--- src/rtl/extint_pkg.sv ---
package extint_pkg;

  localparam logic [7:0] OFS_IRQ_EN  = 8'h00;
  localparam logic [7:0] OFS_EVT_EN  = 8'h04;
  localparam logic [7:0] OFS_RISE    = 8'h08;
  localparam logic [7:0] OFS_FALL    = 8'h0C;
  localparam logic [7:0] OFS_SOFT    = 8'h10;
  localparam logic [7:0] OFS_PEND    = 8'h14;

  typedef enum logic [2:0] {
    SEL_IRQ_EN,
    SEL_EVT_EN,
    SEL_RISE,
    SEL_FALL,
    SEL_SOFT,
    SEL_PEND,
    SEL_NONE
  } regSel_e;

  typedef struct packed {
    logic    wrIrqEn;
    logic    wrEvtEn;
    logic    wrRise;
    logic    wrFall;
    logic    wrSoft;
    logic    wrPend;
    regSel_e rdSel;
  } ctlStrobes_t;

endpackage

--- src/rtl/extint_decode.sv ---
module extint_decode
  import extint_pkg::*;
#(
  parameter int ADDR_W = 5
) (
  input  logic              busWrEn,
  input  logic [ADDR_W-1:0] busAddr,
  output ctlStrobes_t       ctl
);

  localparam logic [ADDR_W-1:0] A_IRQ_EN = ADDR_W'(OFS_IRQ_EN);
  localparam logic [ADDR_W-1:0] A_EVT_EN = ADDR_W'(OFS_EVT_EN);
  localparam logic [ADDR_W-1:0] A_RISE   = ADDR_W'(OFS_RISE);
  localparam logic [ADDR_W-1:0] A_FALL   = ADDR_W'(OFS_FALL);
  localparam logic [ADDR_W-1:0] A_SOFT   = ADDR_W'(OFS_SOFT);
  localparam logic [ADDR_W-1:0] A_PEND   = ADDR_W'(OFS_PEND);

  regSel_e sel;

  always_comb begin
    case (busAddr)
      A_IRQ_EN: sel = SEL_IRQ_EN;
      A_EVT_EN: sel = SEL_EVT_EN;
      A_RISE:   sel = SEL_RISE;
      A_FALL:   sel = SEL_FALL;
      A_SOFT:   sel = SEL_SOFT;
      A_PEND:   sel = SEL_PEND;
      default:  sel = SEL_NONE;
    endcase
  end

  always_comb begin
    ctl.rdSel   = sel;
    ctl.wrIrqEn = busWrEn && (sel == SEL_IRQ_EN);
    ctl.wrEvtEn = busWrEn && (sel == SEL_EVT_EN);
    ctl.wrRise  = busWrEn && (sel == SEL_RISE);
    ctl.wrFall  = busWrEn && (sel == SEL_FALL);
    ctl.wrSoft  = busWrEn && (sel == SEL_SOFT);
    ctl.wrPend  = busWrEn && (sel == SEL_PEND);
  end

endmodule

--- src/rtl/extint_sync.sv ---
module extint_sync #(
  parameter int WIDTH  = 20,
  parameter int STAGES = 2
) (
  input  logic             clk,
  input  logic             rstN,
  input  logic [WIDTH-1:0] asyncIn,
  output logic [WIDTH-1:0] syncOut
);

  logic [STAGES-1:0][WIDTH-1:0] chain;

  always_ff @(posedge clk) begin
    if (!rstN) chain[0] <= '0;
    else       chain[0] <= asyncIn;
  end

  for (genvar s = 1; s < STAGES; s++) begin : g_stage
    always_ff @(posedge clk) begin
      if (!rstN) chain[s] <= '0;
      else       chain[s] <= chain[s-1];
    end
  end

  assign syncOut = chain[STAGES-1];

endmodule

--- src/rtl/extint_edge.sv ---
module extint_edge #(
  parameter int WIDTH = 20
) (
  input  logic             clk,
  input  logic             rstN,
  input  logic [WIDTH-1:0] syncIn,
  input  logic [WIDTH-1:0] riseSel,
  input  logic [WIDTH-1:0] fallSel,
  output logic [WIDTH-1:0] edgeHit
);

  logic [WIDTH-1:0] prevQ;

  always_ff @(posedge clk) begin
    if (!rstN) prevQ <= '0;
    else       prevQ <= syncIn;
  end

  always_comb begin
    edgeHit = ((syncIn & ~prevQ) & riseSel) | ((~syncIn & prevQ) & fallSel);
  end

endmodule

--- src/rtl/extint_datapath.sv ---
module extint_datapath
  import extint_pkg::*;
#(
  parameter int NUM_LINES   = 20,
  parameter int DATA_W      = 32,
  parameter int SYNC_STAGES = 2
) (
  input  logic                 clk,
  input  logic                 rstN,
  input  ctlStrobes_t          ctl,
  input  logic [NUM_LINES-1:0] wrVal,
  input  logic [NUM_LINES-1:0] lineIn,
  output logic [DATA_W-1:0]    busRdData,
  output logic [NUM_LINES-1:0] irqOut,
  output logic [NUM_LINES-1:0] evtPulse
);

  logic [NUM_LINES-1:0] irqEnQ, evtEnQ, riseQ, fallQ, swQ, pendQ, evtQ;
  logic [NUM_LINES-1:0] lineSync, hwHit;
  logic [NUM_LINES-1:0] swSet, cfgClr, clrMask, setMask;
  logic [NUM_LINES-1:0] rdLines;

  extint_sync #(.WIDTH(NUM_LINES), .STAGES(SYNC_STAGES)) u_sync (
    .clk     (clk),
    .rstN    (rstN),
    .asyncIn (lineIn),
    .syncOut (lineSync)
  );

  extint_edge #(.WIDTH(NUM_LINES)) u_edge (
    .clk     (clk),
    .rstN    (rstN),
    .syncIn  (lineSync),
    .riseSel (riseQ),
    .fallSel (fallQ),
    .edgeHit (hwHit)
  );

  always_comb begin
    swSet   = ctl.wrSoft ? (wrVal & ~swQ) : '0;
    cfgClr  = (ctl.wrRise ? (wrVal ^ riseQ) : '0)
            | (ctl.wrFall ? (wrVal ^ fallQ) : '0);
    clrMask = (ctl.wrPend ? wrVal : '0) | cfgClr;
    setMask = hwHit | swSet;
  end

  always_ff @(posedge clk) begin
    if (!rstN) begin
      irqEnQ <= '0;
      evtEnQ <= '0;
      riseQ  <= '0;
      fallQ  <= '0;
      swQ    <= '0;
      pendQ  <= '0;
      evtQ   <= '0;
    end else begin
      if (ctl.wrIrqEn) irqEnQ <= wrVal;
      if (ctl.wrEvtEn) evtEnQ <= wrVal;
      if (ctl.wrRise)  riseQ  <= wrVal;
      if (ctl.wrFall)  fallQ  <= wrVal;
      swQ   <= (swQ | swSet) & ~clrMask;
      pendQ <= (pendQ & ~clrMask) | setMask;
      evtQ  <= setMask & evtEnQ;
    end
  end

  always_comb begin
    case (ctl.rdSel)
      SEL_IRQ_EN: rdLines = irqEnQ;
      SEL_EVT_EN: rdLines = evtEnQ;
      SEL_RISE:   rdLines = riseQ;
      SEL_FALL:   rdLines = fallQ;
      SEL_SOFT:   rdLines = swQ;
      SEL_PEND:   rdLines = pendQ;
      default:    rdLines = '0;
    endcase
    busRdData = DATA_W'(rdLines);
  end

  assign irqOut   = pendQ & irqEnQ;
  assign evtPulse = evtQ;

endmodule

--- src/rtl/extint_ctrl.sv ---
module extint_ctrl
  import extint_pkg::*;
#(
  parameter int NUM_LINES   = 20,
  parameter int DATA_W      = 32,
  parameter int ADDR_W      = 5,
  parameter int SYNC_STAGES = 2
) (
  input  logic                 clk,
  input  logic                 rstN,
  input  logic                 busWrEn,
  input  logic [ADDR_W-1:0]    busAddr,
  input  logic [DATA_W-1:0]    busWrData,
  output logic [DATA_W-1:0]    busRdData,
  input  logic [NUM_LINES-1:0] lineIn,
  output logic [NUM_LINES-1:0] irqOut,
  output logic [NUM_LINES-1:0] evtPulse
);

  ctlStrobes_t ctl;

  if (DATA_W > NUM_LINES) begin : g_hi
    logic unusedWrHi;
    assign unusedWrHi = ^busWrData[DATA_W-1:NUM_LINES];
  end

  extint_decode #(.ADDR_W(ADDR_W)) u_dec (
    .busWrEn (busWrEn),
    .busAddr (busAddr),
    .ctl     (ctl)
  );

  extint_datapath #(
    .NUM_LINES   (NUM_LINES),
    .DATA_W      (DATA_W),
    .SYNC_STAGES (SYNC_STAGES)
  ) u_dp (
    .clk       (clk),
    .rstN      (rstN),
    .ctl       (ctl),
    .wrVal     (busWrData[NUM_LINES-1:0]),
    .lineIn    (lineIn),
    .busRdData (busRdData),
    .irqOut    (irqOut),
    .evtPulse  (evtPulse)
  );

endmodule

--- config.mk ---
export PLATFORM = sky130hd
export DESIGN_NAME = extint_ctrl
export DESIGN_NICKNAME = d
export VERILOG_FILES = /design/src/rtl/extint_pkg.sv /design/src/rtl/extint_decode.sv /design/src/rtl/extint_sync.sv /design/src/rtl/extint_edge.sv /design/src/rtl/extint_datapath.sv /design/src/rtl/extint_ctrl.sv
export SDC_FILE = /design/constraint.sdc
export NUM_CORES = 1
export LEC_CHECK = 0
export CELL_PAD_IN_SITES_DETAIL_PLACEMENT = 1
export CELL_PAD_IN_SITES_GLOBAL_PLACEMENT = 2
export CORE_ASPECT_RATIO = 0.5
export CORE_UTILIZATION = 41
export CTS_CLUSTER_SIZE = 25
export DETAILED_ROUTE_END_ITERATION = 7
export DONT_BUFFER_PORTS = 1
export MAX_ROUTING_LAYER = met4
export PLACE_DENSITY_LB_ADDON = 0.1
export SLEW_MARGIN = 15
export SYNTH_ARGS = -nofsm -noshare
export SYNTH_HDL_FRONTEND = slang
export SYNTH_SLANG_ARGS = --single-unit
--- constraint.sdc ---
create_clock -name clk -period 6.6 [get_ports clk]
set_input_delay 0.99 -clock clk [delete_from_list [all_inputs] [get_ports clk]]
set_output_delay 0.99 -clock clk [all_outputs]
set_load 0.02 [all_outputs]
==> flow_summary.yaml, run 1 <==
placement:
  portBuffers: 0
  gp_congestion: 0.7924
  place_ws_ns: 1.555
  dp.final_hpwl_um: 18990
  place_inst: 1345
  placed_area_um2: 9721
synth:
  synth-seq-cells: 200
  asyncSetResetFlopFracSynth_pct: 0
  yosysUniqueCellTypes: 41
  yosys_warnings: 0
  syn_area_um2: 9584
  ys_top_cells_by_area: "dfxtp_1 (42%), nand2_1 (6.2%), and2_1 (5.5%)"
  ys_seq_area_share_pct: 41.78
  synth_ff_type: "dfxtp_1"
  netlist_instances: 1123
  synth_edf_count: 0
  avgSynthCellArea_um2: 8.534
  yosysTopAreaCell: "dfxtp_1"
  synth_top_area_share_pct: 41.78
clock_network:
  insertion_delay_ns: 0.46
  cts_tree: "done"
  cts_setup_buffers: 0
  cts-root-buf: "clkbuf_16"
  post_cts_resize_count: 0
  cts-buffers-inserted: 17
  cts_sinks: 200
  cts-htree-levels: 4
  clockBufferDepth: 2
  cts.clk_slew.worst_paths_ns: 0.07
  cts_hold_buf: 0
worst_setup_path:
  rr_startpoint: "u_dp.fallQ[4]"
  crit_slowest_cell: "or4b_2"
  crit_family: "simple AND/OR/NAND/NOR gates"
  end_kind: "output port"
  path_class: "in -> out"
  path_max_fanout: 12
  startpoint_type: "primary input"
  cp_cell_sequence: "or4b_2, ha_1, or4b_1, nor2_2, buf_4, a222oi_1, a21oi_1"
  reg2reg_slack_ns: 5.36
  path_buf_inv: 1
  r2r-end: "u_dp.pendQ[4]"
  reg2reg_depth: 3
  critical_path_required_ns: 5.61
  arrival_ns: 4.07
  cp_slowest_stage_delay_ns: 0.68
timing:
  worstMarginPinSlew_ns: 1.064
  rsz0062_at_grt: "false"
  hold_slack_ns: 0.4379
  fmax_mhz: 197.5
  finalWorstSetupSlack_ns: 1.536
  finalHoldViolCount: 0
  finalSetupViolations: 0
  min_period_ns: 5.064
  maxSlewViolCount: 0
  fin_setup_tns_ns: 0
  finalCritPeriodShare_pct: 76.72
  slew-limit-headroom_pct: 28.84
  finalClockSkew_ns: 0.006868
global_routing:
  grt_use_total_pct: 26.45
  grt_max_degree: 242
  met2_usage_pct: 41.16
  grt_pass1_wl_um: 46140
  met1_usage_pct: 34.81
  antenna_found_initial: 0
  grt_use_met3_pct: 5.432
  grt_pass1_vias: 7997
  overflow: 0
  grt_busiest_layer: "met2"
power:
  p_per_area_nw_per_um2: 239.1
  p_leak_nw: 3.198
  ir_drop_mv: 0.1589
  total_power_mw: 2.472
cells_and_area:
  final_util_pct: 45.18
  drive_gt1_share_pct: 8.131
  fin_cells: 1377
  num_antenna_cells: 0
  fin_nets: 1118
  fin_area_um2: 10340
  syn2layout_area_growth_pct: 7.885
hold_path:
  hold-path-cell-count: 1
  hold_path_class: "reg -> reg"
  min_from: "u_dp.u_sync.chain[5]"
  whs_endpoint: "u_dp.u_sync.syncOut[5]"
status:
  outcome: "finished, final reports clean"
drt:
  routed-via-count: 8181
  routedWlPerCell_um: 22.23
  drc: 0
  drtIter0Drc: 742
  ant_nets: 0
  totalWireLength_um: 30610
  drt_first_pass_iters: 8
  vias_per_cell: 5.941
die:
  io_pins: 132
  coreArea_um2: 22890
  initial_utilization_pct: 41.88
  die_x_um: 218.2
  std_cell_rows: 39
  dieArea_um2: 24030
  dieHeight_um: 110.1
flow_run:
  drv_cap: 0
[report_power, final]
group	internal, mW	total, mW	switching [mW]
combinational	0.0432	0.107	0.0641
sequential	1.23	1.24	0.00983
clock	0.640	1.13	0.490
total	1.91	2.47	0.564
[layout make-up]
cell class,count,area [um2]
Fill cell,2669,12550
Multi-Input combinational cell,777,5021
Sequential cell,200,4004
Clock buffer,18,439.2
Tap cell,307,384.1
Clock inverter,14,180.2
Timing Repair Buffer,22,165.2
Inverter,39,146.4
[synth_stat cells, drive strengths merged, types with 21 or more instances]
cell type / instances
a211oi: 21
a21boi: 40
a21oi: 40
a31oi: 59
and2: 84
buf: 31
clkbuf: 87
dfxtp: 200
inv: 39
nand2: 159
nand3b: 40
nor2: 23
nor2b: 22
nor3: 23
o21ai: 79
[metal layers]
| layer | vias up | wire length, um |
|---|---|---|
| li1 | 3814 | - |
| met1 | 4132 | 14850 |
| met2 | 203 | 13770 |
| met3 | 32 | 1576 |
| met4 | 0 | 418 |
| met5 | - | 0 |
[placed cells by master (no fill, tap or decap), types with 21 or more instances in the layout]
cell type  netlist  layout
and2_1          84      84
a31oi_1         39      39
a211oi_1        21      21
dfxtp_1        200     200
a21oi_1         40      40
nand3b_1        40      40
a21boi_0        40      40
inv_1           39      39
o21ai_0         79      79
nor3_1          23      21
buf_4           12      22
nand2_1        159     159
[sequential cells by signal (all words and copies together) (netlist names)]
| signal | cells |
|---|---|
| u_dp.evtEnQ | 20 |
| u_dp.evtPulse | 20 |
| u_dp.fallQ | 20 |
| u_dp.irqEnQ | 20 |
| u_dp.pendQ | 20 |
| u_dp.riseQ | 20 |
| u_dp.swQ | 20 |
| u_dp.u_edge.prevQ | 20 |
| u_dp.u_sync.chain | 20 |
| u_dp.u_sync.syncOut | 20 |
[worst max-delay path by stage]
stage	start	depth (start not counted)	endpoint
floorplan	busAddr[3]	10	busRdData[0]
global placement	busAddr[4]	7	busRdData[16]
detailed placement	busAddr[4]	7	busRdData[3]
CTS	busAddr[4]	7	busRdData[3]
global route	busAddr[4]	7	busRdData[13]
finish	busAddr[4]	7	busRdData[16]
[logic make-up after synthesis]
kind of cell	Yosys count	share of synthesized area (%)
adder cells (fa/ha/maj)	1	0.1305
XOR/XNOR	20	1.828
buffers and inverters	157	6.841
AND/OR/NAND/NOR	402	21.98
flip-flops	200	41.78
other	1	0.03913
multiplexers	21	2.206
AO/OA/AOI/OAI	321	25.20
(Power assumes the default switching activity.)
==> run 2, diff against run 1 <==
Settings changed: CORE_UTILIZATION 41 to 38.
Clock period 6.6 ns to 5.25 ns, I/O delays scaled along.
==> flow_summary.yaml, run 2 (synthesis gave the netlist of run 1 again) <==
clock_network:
  cts_setup_buffers: 0
  cts_hold_buf: 0
  cts.clk_slew.worst_paths_ns: 0.07
  cts-buffers-inserted: 17
  insertion_delay_ns: 0.46
  clockBufferDepth: 2
  cts_tree: "done"
  cts-root-buf: "clkbuf_16"
  cts_sinks: 200
  post_cts_resize_count: 0
  cts-htree-levels: 4
worst_setup_path:
  critical_path_required_ns: 4.46
  reg2reg_depth: 3
  cp-startpoint: "busAddr[4]"
  arrival_ns: 3.68
  r2r-end: "u_dp.pendQ[16]"
  end_kind: "output port"
  path_class: "in -> out"
  rr_startpoint: "u_dp.fallQ[16]"
  startpoint_type: "primary input"
  reg2reg_slack_ns: 4.01
  path_max_fanout: 8
  cp-endpoint: "busRdData[3]"
global_routing:
  overflow: 0
  grt_pass1_vias: 8286
  antenna_found_initial: 0
  grt_use_total_pct: 25.15
  grt_pass1_wl_um: 47860
  grt_max_degree: 242
cells_and_area:
  drive_gt1_share_pct: 9.191
  fill_cells: 2872
  fin_cells: 1424
  multi_input_area_um2: 5021
  final_util_pct: 42.80
  layout_commonest_cell: "dfxtp_1"
  most-common-layout-cells: "dfxtp_1 (200), nand2_1 (159), and2_1 (84), o21ai_0 (79), buf_4 (43)"
  num_antenna_cells: 0
  syn2layout_area_growth_pct: 8.839
  fin_nets: 1139
  final-seq-area_um2: 4004
power:
  clock_power_share_pct: 42.1
  total_power_mw: 2.925
  ir_drop_mv: 0.2297
  p_int_mw: 2.246
  swShare_pct: 23.23
  p_comb_share_pct: 4.7
  p_per_area_nw_per_um2: 280.4
  p_leak_nw: 3.265
  p_sw_uw: 679.4
  p_seq_share_pct: 53.1
drt:
  drtIter0Drc: 659
  routedWlPerCell_um: 21.64
  drt_first_pass_iters: 5
  vias_per_cell: 5.779
  routed-via-count: 8230
  totalWireLength_um: 30820
  drc: 0
  ant_nets: 0
timing:
  rsz0062_at_grt: "false"
  finalHoldViolCount: 0
  finalCritPeriodShare_pct: 85.09
  slew-limit-headroom_pct: 32.48
  finalClockSkew_ns: 0.006558
  maxSlewViolCount: 0
  finalSetupViolations: 0
  fin_setup_tns_ns: 0
  fmax_mhz: 223.9
  min_period_ns: 4.467
  hold_slack_ns: 0.4278
  worstMarginPinSlew_ns: 1.013
die:
  dieHeight_um: 114.3
  io_pins: 132
  die_x_um: 226.6
  std_cell_rows: 40
  dieArea_um2: 25900
  initial_utilization_pct: 39.32
  coreArea_um2: 24370
status:
  outcome: "finished, final reports clean"
placement:
  gp_congestion: 0.7787
  dp.final_hpwl_um: 19740
  portBuffers: 0
  place_inst: 1395
flow_run:
  drv_cap: 0
hold_path:
  hold_path_class: "in -> reg"
[run 2: cell types whose count changed in the layout (fill, tap and decap cells not counted), sizes merged]
| cell | previous run | this run |
|---|---|---|
| clkinvlp | 4 | 1 |
| clkinv | 6 | 2 |
| clkbuf | 18 | 26 |
| bufinv | 4 | 0 |
| buf | 22 | 43 |
[run 2: worst max-delay path, cell delays in order]
cell,delay [ns]
or4b_2,0.67
ha_1,0.35
or4b_1,0.60
nor2_2,0.48
buf_4,0.28
a222oi_1,0.09
a21oi_1,0.24
buf_4,0.17
[run 2: power groups by stage]
stage               clock (mW)  combinational [mW]  sequential [mW]
finish                    1.23               0.139             1.55
global route              1.32               0.149             1.56
CTS                       1.27               0.138             1.55
detailed placement           0               0.138             1.59
global placement             0               0.134             1.59
floorplan                    0               0.156             1.58
[run 2: layer usage]
layer	vias to the layer above	track usage, %	share of wire (%)
li1	3860	-	-
met1	4136	34.28	49
met2	201	37.96	44
met3	33	4.439	4.9
met4	0	7.477	1.5
met5	-	-	0
[run 2: how the worst min path moves through the flow]
stage | from | to | cells after the start | slack, ns
final | busWrEn | u_dp.swQ[15] | 1 | 0.43
after global routing | busWrEn | u_dp.swQ[15] | 1 | 0.41
after CTS | busWrEn | u_dp.swQ[16] | 1 | 0.40
after detailed placement | u_dp.u_sync.chain[11] | u_dp.u_sync.syncOut[11] | 1 | 0.42
after global placement | u_dp.u_sync.chain[14] | u_dp.u_sync.syncOut[14] | 1 | 0.41
after floorplan | u_dp.u_sync.chain[11] | u_dp.u_sync.syncOut[11] | 1 | 0.41
[run 2: final cells by class]
type / instances / area share (%)
Clock buffer: 26 / 4.786
Clock inverter: 3 / 0.1679
Inverter: 39 / 1.403
Multi-Input combinational cell: 777 / 48.13
Sequential cell: 200 / 38.38
Tap cell: 336 / 4.030
Timing Repair Buffer: 43 / 3.095
[run 2: through the flow]
step | instance area, um2 | setup WS, ns
floorplan | 9625 | 0.9529
global placement | 9915 | 0.8639
detailed placement | 9915 | 0.8164
CTS | 10430 | 0.8161
global route | 10430 | 0.6422
finish | 10430 | 0.7829
==> run 3, diff against run 2 <==
Settings changed: GPL_ROUTABILITY_DRIVEN set to 0.
==> results of run 3 <==
Same layout as run 2: the final DEF is identical, and so are final timing and power.
